$ cat config.mk
export PLATFORM = sky130hd
export DESIGN_NAME = tss_switch
export DESIGN_NICKNAME = d
export VERILOG_FILES = /design/src/rtl/tss_pkg.sv /design/src/rtl/tss_slot_timer.sv /design/src/rtl/tss_ctrl_mem.sv /design/src/rtl/tss_data_mem.sv /design/src/rtl/tss_switch.sv
export SDC_FILE = /design/constraint.sdc
export NUM_CORES = 2
export LEC_CHECK = 0
export ABC_AREA = 1
export BUFFER_PORTS_ARGS = -buffer_cell sky130_fd_sc_hd__buf_2
export CORE_MARGIN = 1.5
export CORE_UTILIZATION = 64
export DETAILED_ROUTE_END_ITERATION = 16
export PLACE_DENSITY = 0.8
export REMOVE_ABC_BUFFERS = 1
export SETUP_SLACK_MARGIN = 0.1
export SYNTH_ARGS = -nofsm -noshare
export SYNTH_HDL_FRONTEND = slang
export SYNTH_SLANG_ARGS = --single-unit
$ cat constraint.sdc
create_clock -name clk -period 4 [get_ports clk]
set_input_delay 0.6 -clock clk [delete_from_list [all_inputs] [get_ports clk]]
set_output_delay 0.6 -clock clk [all_outputs]
set_load 0.02 [all_outputs]
$ cat src/rtl/tss_pkg.sv
package tss_pkg;
   typedef enum logic [1:0] {
      TGT_UP_CM = 2'd0,
      TGT_DN_CM = 2'd1,
      TGT_TRI   = 2'd2,
      TGT_NONE  = 2'd3
   } tss_tgt_e;
endpackage

$ cat src/rtl/tss_slot_timer.sv
// Timeslot counter and frame bank pointer. All outputs are valid in the strobe cycle.
module tss_slot_timer #(
   parameter int SLOTS = 32,
   localparam int SW = $clog2(SLOTS)
) (
   input  logic          clk,
   input  logic          rst_n,
   input  logic          frame_sync,
   input  logic          slot_stb,
   output logic [SW-1:0] cur_slot,
   output logic          wr_bank,
   output logic          commit
);
   localparam logic [SW-1:0] LAST = SW'(SLOTS - 1);

   logic [SW-1:0] slot_q;
   logic          bank_q;

   assign commit   = slot_stb & frame_sync;
   assign cur_slot = frame_sync ? '0 : ((slot_q == LAST) ? '0 : slot_q + 1'b1);
   assign wr_bank  = commit ? ~bank_q : bank_q;

   always_ff @(posedge clk or negedge rst_n) begin
      if (!rst_n) begin
         slot_q <= LAST;
         bank_q <= 1'b0;
      end else if (slot_stb) begin
         slot_q <= cur_slot;
         bank_q <= wr_bank;
      end
   end
endmodule

$ cat src/rtl/tss_ctrl_mem.sv
// Staged/working control store: host writes land in the staged copy, commit copies all.
module tss_ctrl_mem #(
   parameter int DEPTH = 32,
   parameter int W = 7,
   parameter logic [W-1:0] RST_VAL = '0,
   localparam int AW = $clog2(DEPTH)
) (
   input  logic          clk,
   input  logic          rst_n,
   input  logic          we,
   input  logic [AW-1:0] waddr,
   input  logic [W-1:0]  wdata,
   input  logic          commit,
   input  logic [AW-1:0] raddr,
   output logic [W-1:0]  rdata
);
   logic [W-1:0] staged [DEPTH];
   logic [W-1:0] working [DEPTH];

   generate
      if (DEPTH < 2) begin : g_bad_depth
         $error("tss_ctrl_mem: DEPTH must be at least 2");
      end
   endgenerate

   always_ff @(posedge clk or negedge rst_n) begin
      if (!rst_n) begin
         for (int i = 0; i < DEPTH; i++) begin
            staged[i]  <= RST_VAL;
            working[i] <= RST_VAL;
         end
      end else begin
         if (commit) begin
            for (int i = 0; i < DEPTH; i++) working[i] <= staged[i];
         end
         if (we) staged[waddr] <= wdata;
      end
   end

   // At the commit strobe the new routing already applies to slot 0.
   assign rdata = commit ? staged[raddr] : working[raddr];
endmodule

$ cat src/rtl/tss_data_mem.sv
// Two-bank frame buffer: one bank written this frame, the other read.
module tss_data_mem #(
   parameter int DEPTH = 32,
   parameter int W = 8,
   parameter int RD_PORTS = 1,
   parameter bit CLEAR_ON_SWAP = 1'b0,
   parameter logic [W-1:0] IDLE = '1,
   localparam int AW = $clog2(DEPTH)
) (
   input  logic                         clk,
   input  logic                         rst_n,
   input  logic                         wr_bank,
   input  logic                         swap,
   input  logic                         wr_en,
   input  logic [AW-1:0]                wr_addr,
   input  logic [W-1:0]                 wr_data,
   input  logic [RD_PORTS-1:0][AW-1:0]  rd_addr,
   output logic [RD_PORTS-1:0][W-1:0]   rd_data
);
   logic [W-1:0] mem [2][DEPTH];
   logic         rd_bank;

   generate
      if (RD_PORTS < 1) begin : g_bad_ports
         $error("tss_data_mem: RD_PORTS must be at least 1");
      end
   endgenerate

   assign rd_bank = ~wr_bank;

   generate
      if (CLEAR_ON_SWAP) begin : g_clear
         // Scatter-written store: stale locations are flushed to IDLE each frame.
         always_ff @(posedge clk or negedge rst_n) begin
            if (!rst_n) begin
               for (int b = 0; b < 2; b++)
                  for (int i = 0; i < DEPTH; i++) mem[b][i] <= IDLE;
            end else begin
               if (swap) begin
                  for (int i = 0; i < DEPTH; i++) mem[wr_bank][i] <= IDLE;
               end
               if (wr_en) mem[wr_bank][wr_addr] <= wr_data;
            end
         end
      end else begin : g_keep
         // Every location is rewritten each frame: no flush needed.
         always_ff @(posedge clk or negedge rst_n) begin
            if (!rst_n) begin
               for (int b = 0; b < 2; b++)
                  for (int i = 0; i < DEPTH; i++) mem[b][i] <= IDLE;
            end else if (wr_en) begin
               mem[wr_bank][wr_addr] <= wr_data;
            end
         end
      end
   endgenerate

   for (genvar p = 0; p < RD_PORTS; p++) begin : g_rd
      assign rd_data[p] = mem[rd_bank][rd_addr[p]];
   end
endmodule

$ cat src/rtl/tss_switch.sv
module tss_switch
   import tss_pkg::*;
#(
   parameter int SLOTS = 32,
   parameter int BYTE_W = 8,
   localparam int SW = $clog2(SLOTS),
   localparam int CW = SW + 2
) (
   input  logic              clk,
   input  logic              rst_n,
   input  logic              frame_sync,
   input  logic              slot_stb,
   input  logic [BYTE_W-1:0] line_rx,
   input  logic [BYTE_W-1:0] trunk_rx,
   input  logic              host_we,
   input  logic [1:0]        host_sel,
   input  logic [SW-1:0]     host_addr,
   input  logic [CW-1:0]     host_code,
   output logic [BYTE_W-1:0] line_tx,
   output logic [BYTE_W-1:0] trunk_tx,
   output logic              trunk_oe,
   output logic              out_vld,
   output logic [SW-1:0]     out_slot
);
   localparam int BIT_CONN = CW - 1;
   localparam int BIT_DIR  = SW;
   localparam logic [BYTE_W-1:0] IDLE_BYTE = '1;

   generate
      if (SLOTS < 2) begin : g_bad_slots
         $error("tss_switch: SLOTS must be at least 2");
      end
      if (BYTE_W < 1) begin : g_bad_width
         $error("tss_switch: BYTE_W must be at least 1");
      end
   endgenerate

   // Frame timing
   logic [SW-1:0] cur_slot;
   logic          wr_bank;
   logic          commit;

   tss_slot_timer #(.SLOTS(SLOTS)) i_timer (
      .clk        (clk),
      .rst_n      (rst_n),
      .frame_sync (frame_sync),
      .slot_stb   (slot_stb),
      .cur_slot   (cur_slot),
      .wr_bank    (wr_bank),
      .commit     (commit)
   );

   // Host decode
   tss_tgt_e sel;
   assign sel = tss_tgt_e'(host_sel);

   logic we_up, we_dn, we_tri;
   assign we_up  = host_we && (sel == TGT_UP_CM);
   assign we_dn  = host_we && (sel == TGT_DN_CM);
   assign we_tri = host_we && (sel == TGT_TRI);

   // Control stores, all indexed by the current timeslot
   logic [CW-1:0] up_code;
   logic [CW-1:0] dn_code;
   logic          tri_hiz;

   tss_ctrl_mem #(.DEPTH(SLOTS), .W(CW), .RST_VAL('0)) i_up_cm (
      .clk (clk), .rst_n (rst_n),
      .we (we_up), .waddr (host_addr), .wdata (host_code),
      .commit (commit), .raddr (cur_slot), .rdata (up_code)
   );

   tss_ctrl_mem #(.DEPTH(SLOTS), .W(CW), .RST_VAL('0)) i_dn_cm (
      .clk (clk), .rst_n (rst_n),
      .we (we_dn), .waddr (host_addr), .wdata (host_code),
      .commit (commit), .raddr (cur_slot), .rdata (dn_code)
   );

   tss_ctrl_mem #(.DEPTH(SLOTS), .W(1), .RST_VAL(1'b1)) i_tri (
      .clk (clk), .rst_n (rst_n),
      .we (we_tri), .waddr (host_addr), .wdata (host_code[0]),
      .commit (commit), .raddr (cur_slot), .rdata (tri_hiz)
   );

   // Upstream data memory: scattered by line slot, read by trunk slot and by loops
   logic                     up_wr;
   logic [1:0][SW-1:0]       up_raddr;
   logic [1:0][BYTE_W-1:0]   up_rdata;

   assign up_wr       = slot_stb & up_code[BIT_CONN] & up_code[BIT_DIR];
   assign up_raddr[0] = cur_slot;
   assign up_raddr[1] = dn_code[SW-1:0];

   tss_data_mem #(
      .DEPTH(SLOTS), .W(BYTE_W), .RD_PORTS(2), .CLEAR_ON_SWAP(1'b1), .IDLE(IDLE_BYTE)
   ) i_up_dm (
      .clk (clk), .rst_n (rst_n),
      .wr_bank (wr_bank), .swap (commit),
      .wr_en (up_wr), .wr_addr (up_code[SW-1:0]), .wr_data (line_rx),
      .rd_addr (up_raddr), .rd_data (up_rdata)
   );

   // Downstream data memory: written in trunk slot order
   logic [0:0][SW-1:0]     dn_raddr;
   logic [0:0][BYTE_W-1:0] dn_rdata;

   assign dn_raddr[0] = dn_code[SW-1:0];

   tss_data_mem #(
      .DEPTH(SLOTS), .W(BYTE_W), .RD_PORTS(1), .CLEAR_ON_SWAP(1'b0), .IDLE(IDLE_BYTE)
   ) i_dn_dm (
      .clk (clk), .rst_n (rst_n),
      .wr_bank (wr_bank), .swap (commit),
      .wr_en (slot_stb), .wr_addr (cur_slot), .wr_data (trunk_rx),
      .rd_addr (dn_raddr), .rd_data (dn_rdata)
   );

   // Output selection
   logic [BYTE_W-1:0] line_sel;

   always_comb begin
      if (!dn_code[BIT_CONN])     line_sel = IDLE_BYTE;
      else if (dn_code[BIT_DIR])  line_sel = up_rdata[1];
      else                        line_sel = dn_rdata[0];
   end

   always_ff @(posedge clk or negedge rst_n) begin
      if (!rst_n) begin
         line_tx  <= IDLE_BYTE;
         trunk_tx <= IDLE_BYTE;
         trunk_oe <= 1'b0;
         out_vld  <= 1'b0;
         out_slot <= '0;
      end else begin
         out_vld <= slot_stb;
         if (slot_stb) begin
            line_tx  <= line_sel;
            trunk_tx <= up_rdata[0];
            trunk_oe <= ~tri_hiz;
            out_slot <= cur_slot;
         end
      end
   end
endmodule

==> impl_metrics.csv <==
group,metric,value,unit
route,drc,0,
yosys,synth.most_common_cell,"nand2_1",
yosys,yosys.area.top_type,"dfstp_2",
timing,worst-slew-pin-transition,1.52,ns
cells_and_area,drive_above_1_share,22.4,%
cells_and_area,fill_cells,10100,
cells_and_area,fin_cells,13700,
cells_and_area,post-route-util,75.2,%
cts,root_buffer,"clkbuf_16",
place,numPlacedInstances,13200,
power_and_ir_drop,power_frac_clock,35.1,%
worst_setup_path,path_delay_family,"buffers and inverters",
timing,fin_crit_sh,99.5,%
timing,period_minus_slack,3.98,ns
cts,clock_tree.htree_level_count,4,
route,drt_pre_antenna_iters,7,
floorplan,boundaryPins,58,
yosys,postSynth.asyncResetShare,100,%
route,drt-initial-drc-count,10900,
timing,tns,0,ns
worst_setup_path,reg2reg_setup_slack,0.02,ns
cts,cts.path.max_buffers,3,
timing,slew_headroom,-1.26,%
worst_setup_path,cp-start-kind,"register",
cells_and_area,final_area,0.111,sq mm
worst_setup_path,slowest_delay,0.56,ns
power_and_ir_drop,sw_frac_of_total,31.6,%
timing,grt_setup_unrepaired,"true",
route,vias_per_cell,6.26,
yosys,yosysUniqueCellTypes,55,
worst_setup_path,crit_start,"i_timer.slot_q[1]",
cts,clkTransAtPathRegs,0.06,ns
timing,slew_violations,19,
floorplan,die_w,388,microns
yosys,ys.warnings.count,0,
run_status,failed_checks,"capacitance limit, slew limit",
cts,numCtsBuffers,203,
cells_and_area,fin_nets,11600,
place,place_area,0.100,sq mm
floorplan,die_h,388,microns
place,hpwl,199000,microns
cts,cts_tree,"built",
flow_run,cap_violations,1,
global_route,grt_max_degree,185,
yosys,avgSynthCellArea,8.26,sq um
yosys,netlist_area,0.0949,sq mm
worst_setup_path,arrival,4.73,ns
power_and_ir_drop,power,56700,uW
route,wl,322000,microns
timing,finClkSkew,0.0491,ns
yosys,yosysTopAreaCellShare,30.7,%
cts,cts_hold_buf,0,
worst_setup_path,critPathMaxFanout,16,
worst_setup_path,critPathRequiredTime,4.75,ns
global_route,antenna_found_initial,11,
yosys,synth_ff_type,"dfstp_2",
yosys,syn_inst,11500,
cts,cts_sinks,2013,
timing,setup_viol,0,
floorplan,num_rows,141,
timing,fmax,0.251,GHz
worst_setup_path,slowest_stage,"dfstp_2",
worst_setup_path,critPathKind,"reg2reg",
global_route,grt_remaining_overflow,0,
yosys,synth_seq_cells,2013,
global_route,grt_pass1_vias,82400,
timing,finalHoldViolations,0,
worst_setup_path,crit_path_end_kind,"register",
power_and_ir_drop,comb_power_share,23.4,%
floorplan,core,0.147,sq mm
power_and_ir_drop,leakagePower,0.0496,uW
cts,insertion_delay,0.85,ns
power_and_ir_drop,switching_power,17900,uW
global_route,grt_pass1_wl,489000,microns
worst_setup_path,path_buf_inv,10,
route,wire_per_inst,23.5,microns
place,port-buffer-count,57,
floorplan,initial_core_util,64.3,%
route,vias,85700,
yosys,synthTopCellsByArea,"dfstp_2, dfrtp_1, nand2_1",
power_and_ir_drop,p_seq_share,41.4,%
place,routabilityCongestion,1.01,
yosys,ys_seq_area_share,54.5,%
hold_path,hold_path_class,"in2async",
run_status,status,"complete, but fails checks",
yosys,synth-edff-count,0,
cells_and_area,syn_to_final_growth,16.9,%
power_and_ir_drop,ir_worst_vdd,457,uV
power_and_ir_drop,p_per_area,511,mW/mm^2
global_route,grt_use_total,42.2,%
route,antenna_left,0,
power_and_ir_drop,p_int,38800,uW
yosys,synthTopCellsByCount,"nand2_1, o21ai_0, dfstp_2, inv_1, dfrtp_1",
floorplan,die-area,0.151,sq mm
worst_setup_path,r2r_start,"i_timer.slot_q[1]",
cell usage in the layout (no fill, tap or decap), types with 54 or more instances in the layout:
cell,n
nand2_1,3464
o21ai_0,1648
dfstp_2,1109
inv_1,912
dfrtp_1,904
nand3_1,752
buf_4,431
nor2_1,365
o21ai_1,246
mux2i_1,243
clkbuf_16,216
o22ai_1,213
buf_12,145
nand3_2,125
nand4_1,93
nand3b_1,59
a21oi_1,58
buf_2,57
clkbuf_8,54
buf_6,54
per-layer routing:
layer  vias to the layer above  global-route usage [%]  routed length [microns]
met5                         -                       0                       81
met3                      1244                    9.12                    36700
li1                      37600                       -                        -
met1                     41500                    56.4                   120000
met2                      5314                    63.8                   143000
met4                        12                    24.6                    22100
cells by family after synthesis:
| family | share of synthesized area [%] |
|---|---|
| and+or+nand+nor | 22.4 |
| muxes | 2.56 |
| AOI/OAI and AO/OA | 13.1 |
| adders and majority gates | 0.0264 |
| DFF | 54.5 |
| buffers and inverters | 7.39 |
power groups by stage:
stage	clock, uW	combinational (uW)	sequential [uW]
2_1_floorplan	0	6990	23500
5_1_grt	20800	14000	23700
3_5_place_dp	0	11200	23700
6_report	19900	13300	23500
3_3_place_gp	0	11000	23700
4_1_cts	20000	12200	23500
path summary, 6_finish.rpt:
kind | to | cells after the start
max | i_up_dm.mem[89] | 26
min | i_up_dm.mem[438] | 1
max reg2reg | i_up_dm.mem[89] | 26
min reg2reg | i_tri.working[17] | 2
max in group asynchronous | i_dn_cm.staged[24] | 2
min in group clk | i_up_cm.staged[121] | 3
registers in the layout, indices dropped and copies added (netlist names), 8 cells and up:
signal           cells
i_up_cm.working    224
i_dn_cm.staged     224
i_up_dm.mem        512
i_up_cm.staged     224
line_tx              8
trunk_tx             8
i_tri.working       32
i_dn_cm.working    224
i_dn_dm.mem        512
i_tri.staged        32
through the flow:
step / worst slack, ns / hold slack (ns)
global placement: -0.436 / 0.448
finish: 0.0208 / 0.126
global route: -0.109 / 0.151
CTS: 0.0681 / 0.162
floorplan: -41.43 / 0.304
detailed placement: -0.573 / 0.451
worst register-to-register path, delay by kind of cell (launching register included):
kind                     cells  cell delay [ns]
AND/OR/NAND/NOR             10             1.05
AO/OA/AOI/OAI                4             0.49
adder cells (fa/ha/maj)      2             0.31
buffers and inverters       10             1.47
flip-flops                   1             0.56
repair_timing:
item                                   CTS  global route
cloned                                  17             8
setup endpoints to repair              520           524
gates resized for setup                246           380
buffers inserted                        57            38
pin swaps                               45            92
endpoints found under the hold margin    0             0
final cells by class:
cell class | instances | area [sq um] | area share [%]
repair buffers | 728 | 8010 | 7.22
clock inverters | 82 | 900 | 0.811
well taps | 1930 | 2410 | 2.18
diodes | 1 | 2.50 | 0.00226
inverters | 953 | 3640 | 3.28
flip-flops and latches | 2013 | 51800 | 46.6
multi-input cells | 7690 | 38100 | 34.3
clock buffers | 296 | 6140 | 5.53
(Power assumes the default switching activity.)
